[src/rtl/scl_strobe_pkg.sv]
package scl_strobe_pkg;

  // Level of the reference serial clock; also indexes the strobe generate loop
  typedef enum logic {
    PH_LOW  = 1'b0,
    PH_HIGH = 1'b1
  } phase_e;

  function automatic int unsigned half_of(input int unsigned period);
    return period / 2;
  endfunction

  function automatic int unsigned mid_of(input int unsigned period);
    return (period / 2) / 2;
  endfunction

endpackage

[src/rtl/scl_rst_sync.sv]
module scl_rst_sync #(
  parameter int unsigned STAGES = 2
) (
  input  logic clk,
  input  logic arst_n,
  output logic srst_n
);

  logic [STAGES-1:0] sync_q;
  logic [STAGES-1:0] sync_d;

  always_comb begin
    sync_d = {sync_q[STAGES-2:0], 1'b1};
  end

  always_ff @(posedge clk or negedge arst_n) begin
    if (!arst_n) begin
      sync_q <= '0;
    end else begin
      sync_q <= sync_d;
    end
  end

  assign srst_n = sync_q[STAGES-1];

endmodule

[src/rtl/scl_half_counter.sv]
module scl_half_counter
  import scl_strobe_pkg::*;
#(
  parameter  int unsigned HALF = 250,
  localparam int unsigned CW   = (HALF > 1) ? $clog2(HALF) : 1
) (
  input  logic          clk,
  input  logic          rst_n,
  output logic [CW-1:0] cnt_q,
  output logic [CW-1:0] cnt_d,
  output phase_e        ph_q,
  output phase_e        ph_d
);

  localparam logic [CW-1:0] LAST = CW'(HALF - 1);

  logic wrap;

  always_comb begin
    wrap  = (cnt_q == LAST);
    cnt_d = wrap ? '0 : cnt_q + CW'(1);
    if (wrap) begin
      ph_d = (ph_q == PH_HIGH) ? PH_LOW : PH_HIGH;
    end else begin
      ph_d = ph_q;
    end
  end

  always_ff @(posedge clk or negedge rst_n) begin
    if (!rst_n) begin
      cnt_q <= '0;
      ph_q  <= PH_HIGH;
    end else begin
      cnt_q <= cnt_d;
      ph_q  <= ph_d;
    end
  end


  level_change_at_wrap_chk: assert property (@(posedge clk) disable iff (!rst_n)
    (ph_q != $past(ph_q)) |-> ($past(cnt_q) == LAST));


  cnt_in_range_chk: assert property (@(posedge clk) disable iff (!rst_n)
    cnt_q <= LAST);

endmodule

[src/rtl/scl_mid_strobe.sv]
module scl_mid_strobe
  import scl_strobe_pkg::*;
#(
  parameter  int unsigned HALF = 250,
  localparam int unsigned CW   = (HALF > 1) ? $clog2(HALF) : 1,
  localparam int unsigned MID  = HALF / 2
) (
  input  logic          clk,
  input  logic          rst_n,
  input  logic [CW-1:0] cnt_d,
  input  phase_e        ph_d,
  output logic          xfer_q,
  output logic          capt_q
);

  // index 0 = low half (transfer), index 1 = high half (capture)
  logic [1:0] stb_d;
  logic [1:0] stb_q;

  for (genvar g = 0; g < 2; g++) begin : g_stb
    always_comb begin
      stb_d[g] = (ph_d == phase_e'(g)) && (cnt_d == CW'(MID));
    end

    always_ff @(posedge clk or negedge rst_n) begin
      if (!rst_n) begin
        stb_q[g] <= 1'b0;
      end else begin
        stb_q[g] <= stb_d[g];
      end
    end
  end

  assign xfer_q = stb_q[0];
  assign capt_q = stb_q[1];

  // assertion-side record of which strobe fired last (1 = capture)
  logic last_capt_q;
  always_ff @(posedge clk or negedge rst_n) begin
    if (!rst_n) begin
      last_capt_q <= 1'b0;
    end else if (capt_q) begin
      last_capt_q <= 1'b1;
    end else if (xfer_q) begin
      last_capt_q <= 1'b0;
    end
  end


  strobes_exclusive_chk: assert property (@(posedge clk) disable iff (!rst_n)
    !(xfer_q && capt_q));


  xfer_one_cycle_chk: assert property (@(posedge clk) disable iff (!rst_n)
    xfer_q |=> !xfer_q);


  capt_one_cycle_chk: assert property (@(posedge clk) disable iff (!rst_n)
    capt_q |=> !capt_q);


  capt_after_xfer_chk: assert property (@(posedge clk) disable iff (!rst_n)
    capt_q |-> !last_capt_q);


  xfer_after_capt_chk: assert property (@(posedge clk) disable iff (!rst_n)
    xfer_q |-> last_capt_q);

endmodule

[src/rtl/scl_phase_strobe_gen.sv]
module scl_phase_strobe_gen
  import scl_strobe_pkg::*;
#(
  parameter int unsigned SYS_CLKS_PER_SCL = 500
) (
  input  logic clk,
  input  logic rst_n,
  output logic scl_ref,
  output logic xfer_stb,
  output logic capt_stb
);

  localparam int unsigned HALF = half_of(SYS_CLKS_PER_SCL);
  localparam int unsigned CW   = (HALF > 1) ? $clog2(HALF) : 1;


  if ((SYS_CLKS_PER_SCL % 2 != 0) || (SYS_CLKS_PER_SCL < 4)) begin : g_bad_period
    $error("SYS_CLKS_PER_SCL must be even and at least 4");
  end

  logic          srst_n;
  logic [CW-1:0] cnt_q;
  logic [CW-1:0] cnt_d;
  phase_e        ph_q;
  phase_e        ph_d;

  scl_rst_sync #(
    .STAGES (2)
  ) u_rst_sync (
    .clk    (clk),
    .arst_n (rst_n),
    .srst_n (srst_n)
  );

  scl_half_counter #(
    .HALF (HALF)
  ) u_counter (
    .clk   (clk),
    .rst_n (srst_n),
    .cnt_q (cnt_q),
    .cnt_d (cnt_d),
    .ph_q  (ph_q),
    .ph_d  (ph_d)
  );

  scl_mid_strobe #(
    .HALF (HALF)
  ) u_strobe (
    .clk    (clk),
    .rst_n  (srst_n),
    .cnt_d  (cnt_d),
    .ph_d   (ph_d),
    .xfer_q (xfer_stb),
    .capt_q (capt_stb)
  );

  assign scl_ref = (ph_q == PH_HIGH);


  capt_in_high_chk: assert property (@(posedge clk) disable iff (!srst_n)
    capt_stb |-> scl_ref);


  xfer_in_low_chk: assert property (@(posedge clk) disable iff (!srst_n)
    xfer_stb |-> !scl_ref);

endmodule

[config.mk]
export PLATFORM = sky130hd
export DESIGN_NAME = scl_phase_strobe_gen
export DESIGN_NICKNAME = d
export VERILOG_FILES = /design/src/rtl/scl_strobe_pkg.sv /design/src/rtl/scl_rst_sync.sv /design/src/rtl/scl_half_counter.sv /design/src/rtl/scl_mid_strobe.sv /design/src/rtl/scl_phase_strobe_gen.sv
export SDC_FILE = /design/constraint.sdc
export NUM_CORES = 1
export LEC_CHECK = 0
export ABC_CLOCK_PERIOD_IN_PS = 800
export CORE_AREA = 10 10 47 49
export CTS_CLUSTER_SIZE = 28
export DETAILED_ROUTE_END_ITERATION = 8
export DIE_AREA = 0 0 57 59
export PLACE_DENSITY = 0.72
export SYNTH_ARGS = -nofsm -noshare
export SYNTH_HDL_FRONTEND = slang
export SYNTH_SLANG_ARGS = --single-unit
[constraint.sdc]
create_clock -name clk -period 0.8 [get_ports clk]
set_input_delay 0.12 -clock clk [delete_from_list [all_inputs] [get_ports clk]]
set_output_delay 0.12 -clock clk [all_outputs]
set_load 0.01 [all_outputs]
==> impl_results.md, run 1 <==
- PD cells: 1130 mW/mm²
- Top-area cell type share of the netlist area: 0.475
- Mapped Area: 632 µm²
- # DRC: 0
- Vias/cell: ~5.3
- P&R area growth vs syn: 54.3%
- Die width: 57 µm
- Post-synth EDFFs: 0
- Main synth FF type: dfrtp_1
- DR pass1 iterations: 2
- Max H-tree Level: 1
- Core Region: around 0.0014 mm²
- Design area: 975 µm²
- HPWL after DPL: 1040 µm
- Worst-path cell chain: ha_2 -> xnor2_2 -> or2_1 -> a211o_1 -> a221oi_2
- Setup Skew: 0.0115 ns
- CP startpoint kind: flop
- # rows: 14
- Critical Path RT: 0.99 ns
- Vias in the first global route: 545
- Synth area leader: dfrtp_1
- MaxCap Viol Count: 0
- P_leak: 0.448 nW
- Initial antenna violation count: 0
- Share of cells above drive strength 1: 0.580
- Total power: approximately 1.1 mW
- Worst skew pair latency: 0.28 ns
- Ports: 5
- Area after DPL: 815 µm²
- Crit path largest cell delay: 0.44 ns
- Most frequent cells in the layout: buf_4, dfrtp_1, a21oi_2, buf_6
- Final WL: 1690 µm
- VDD IR-drop max: around 1.4 mV
- Fmax: 636 MHz
- Final min period: 1.57 ns
- Synth area leaders: dfrtp_1, dfstp_2, ha_1
- Syn Area/Cell: 10.5 µm²
- Iteration-0 DRC Markers: 14
- CTS tree: built
- Clock Path Buffers: 2
- Vias: approximately 550
- Unrepaired setup endpoints after global routing: yes
- Worst min path class: flop to async pin
- WL per Instance: 16.2 µm
- CP arrival: approximately 1.8 ns
- GRT met1 Usage: 0.0905
- Critical path class: flop to flop
- Final Setup Violations: 14
- Crit end category: flop
- Die area: about 0.0034 mm²
- Reg clk slew, reported paths: 0.09 ns
- Nets: 93
- Die Span Y: 59 µm
- First-pass GRT wire length: 2370 µm
- PortBufs: 4
- GRT Resource Usage Total: 0.0891
- Final Hold Fails: 0
- Starting Density: 0.451
- Met3 GRT Util: 0.0279
- Library cells used by synthesis: 29
- Max stage delay cell, worst path: dfrtp_1
- Max Slew Vio Count: 0
- Post-Syn Instances: 60
- TritonCTS buffer count: 3
- Root Buffer: clkbuf_4
- Post-synth ARST share: 1.00
- GR peak layer: met2
- Failing checks: setup timing
- Diode count: 0
- Max FO, Critical Path: 3
- Post-synthesis sequential area ratio: 0.517
- Syn nets: between 60 and 70
- Register bit total from synthesis: 13
- Yosys warns: 0
- Tcrit/Tclk final: 1.97
- Clock sink count: 13
- Outcome: finished with violations
- Antenna Nets Post-Route: 0
- Grt ovf: 0
- R2R Path Start: u_counter.cnt_q[0]
- M2 GR Usage: 0.153
- CP startpoint: u_counter.cnt_q[0]
- RePlAce Congestion: ~0.9
- Largest net degree at the start of global routing: 9
- Final worst slack: -0.773 ns
- Setup TNS Final: -7.30 ns
- Commonest non-fill, non-tap cell in the layout: buf_4
==> cell families after synthesis <==
| logic type | after synthesis | synth area share |
|---|---|---|
| buf+inv | 5 | 0.0356 |
| other cells | 1 | 0.00593 |
| simple gates | 22 | 0.208 |
| compound gates | 13 | 0.139 |
| flops | 13 | 0.517 |
| fa+ha+maj | 2 | 0.0396 |
| xor+xnor | 4 | 0.0555 |
==> final timing paths <==
| path | end | slack [ns] | depth (start not counted) |
|---|---|---|---|
| min in group clk | u_rst_sync.sync_q[1] | 0.37 | 0 |
| max | u_strobe.xfer_q | -0.77 | 5 |
| max reg2reg | u_strobe.xfer_q | -0.77 | 5 |
| min reg2reg | u_counter.cnt_q[1] | 0.18 | 1 |
| max in group asynchronous | u_rst_sync.sync_q[0] | 0.12 | 2 |
| min | u_counter.cnt_q[1] | 0.18 | 1 |
==> final cells by class <==
cell class	count	area, µm²
Tap cell	16	20.0
Sequential cell	13	327
Inverter	4	17.5
Clock buffer	3	22.5
Fill cell	105	427
Clock inverter	1	5.00
Timing Repair Buffer	25	203
Multi-Input combinational cell	42	380
==> state kept, by name, summed over array words and instances, names as in the netlist <==
register,flops
u_counter.cnt_q,8
u_strobe.capt_q,1
u_strobe.xfer_q,1
u_rst_sync.sync_q,2
u_counter.ph_q,1
==> what timing repair did <==
| action | 4_1_cts | 5_1_grt |
|---|---|---|
| hold buffers | 0 | 1 |
| setup buffers | 1 | 4 |
| setup endpoints to repair | 14 | 14 |
| pin swaps | 2 | 10 |
| endpoints found under the hold margin | 0 | 2 |
| resized for setup | 20 | 20 |
==> worst max-delay path: cells and delay by family, from the launching register on <==
family,cells,cell delay [ns]
AOI/OAI and AO/OA,2,0.44
DFF,1,0.44
adders and majority gates,1,0.23
and+or+nand+nor,1,0.23
xor gates and xnor gates,1,0.14
==> metrics by stage <==
step	std cells	setup slack (ns)	util	hold slack (ns)
floorplan	60	-0.666	-	-0.176
global route	104	-0.838	0.696	0.197
CTS	101	-0.750	0.614	0.000580
finish	104	-0.773	0.696	0.177
global placement	96	-0.691	0.581	0.149
detailed placement	96	-0.716	0.581	0.175
==> synthesized netlist by cell type (2+ instances only) <==
cell      n
dfrtp_1  12
nor2_1    5
a21oi_1   4
o21ai_0   4
inv_1     3
nand2_1   3
nand3_1   3
ha_1      2
nor2b_1   2
xnor2_1   2
xor2_1    2
==> power by group <==
group / switching (mW) / internal, mW / total (mW) / leakage [nW]
Combinational: 0.0140 / 0.0139 / 0.0278 / 0.267
Sequential: 0.00286 / 0.662 / 0.665 / 0.164
Clock: 0.223 / 0.186 / 0.409 / 0.0177
Total: 0.240 / 0.861 / 1.10 / 0.448
==> per-layer routing <==
layer,vias up,part of all wire
met5,-,0
met1,282,0.41
met3,4,0.019
met4,0,0.023
li1,260,-
met2,6,0.55
No activity file was read; power rests on OpenSTA's default activity.
==> run 2, diff against run 1 <==
--- a/config.mk
+++ b/config.mk
@@ -11,6 +11,7 @@
 export DETAILED_ROUTE_END_ITERATION = 8
 export DIE_AREA = 0 0 57 59
 export PLACE_DENSITY = 0.72
+export SLEW_MARGIN = 10
 export SYNTH_ARGS = -nofsm -noshare
 export SYNTH_HDL_FRONTEND = slang
 export SYNTH_SLANG_ARGS = --single-unit
==> results of run 2 <==
The final DEF is identical to that of run 1; final timing and power are the same.
==> run 3, diff against run 2 <==
--- a/config.mk
+++ b/config.mk
@@ -11,6 +11,7 @@
 export DETAILED_ROUTE_END_ITERATION = 8
 export DIE_AREA = 0 0 57 59
 export PLACE_DENSITY = 0.72
+export SETUP_SLACK_MARGIN = 0.05
 export SLEW_MARGIN = 10
 export SYNTH_ARGS = -nofsm -noshare
 export SYNTH_HDL_FRONTEND = slang
==> results of run 3 <==
The final DEF is identical to that of run 1; final timing and power are the same.
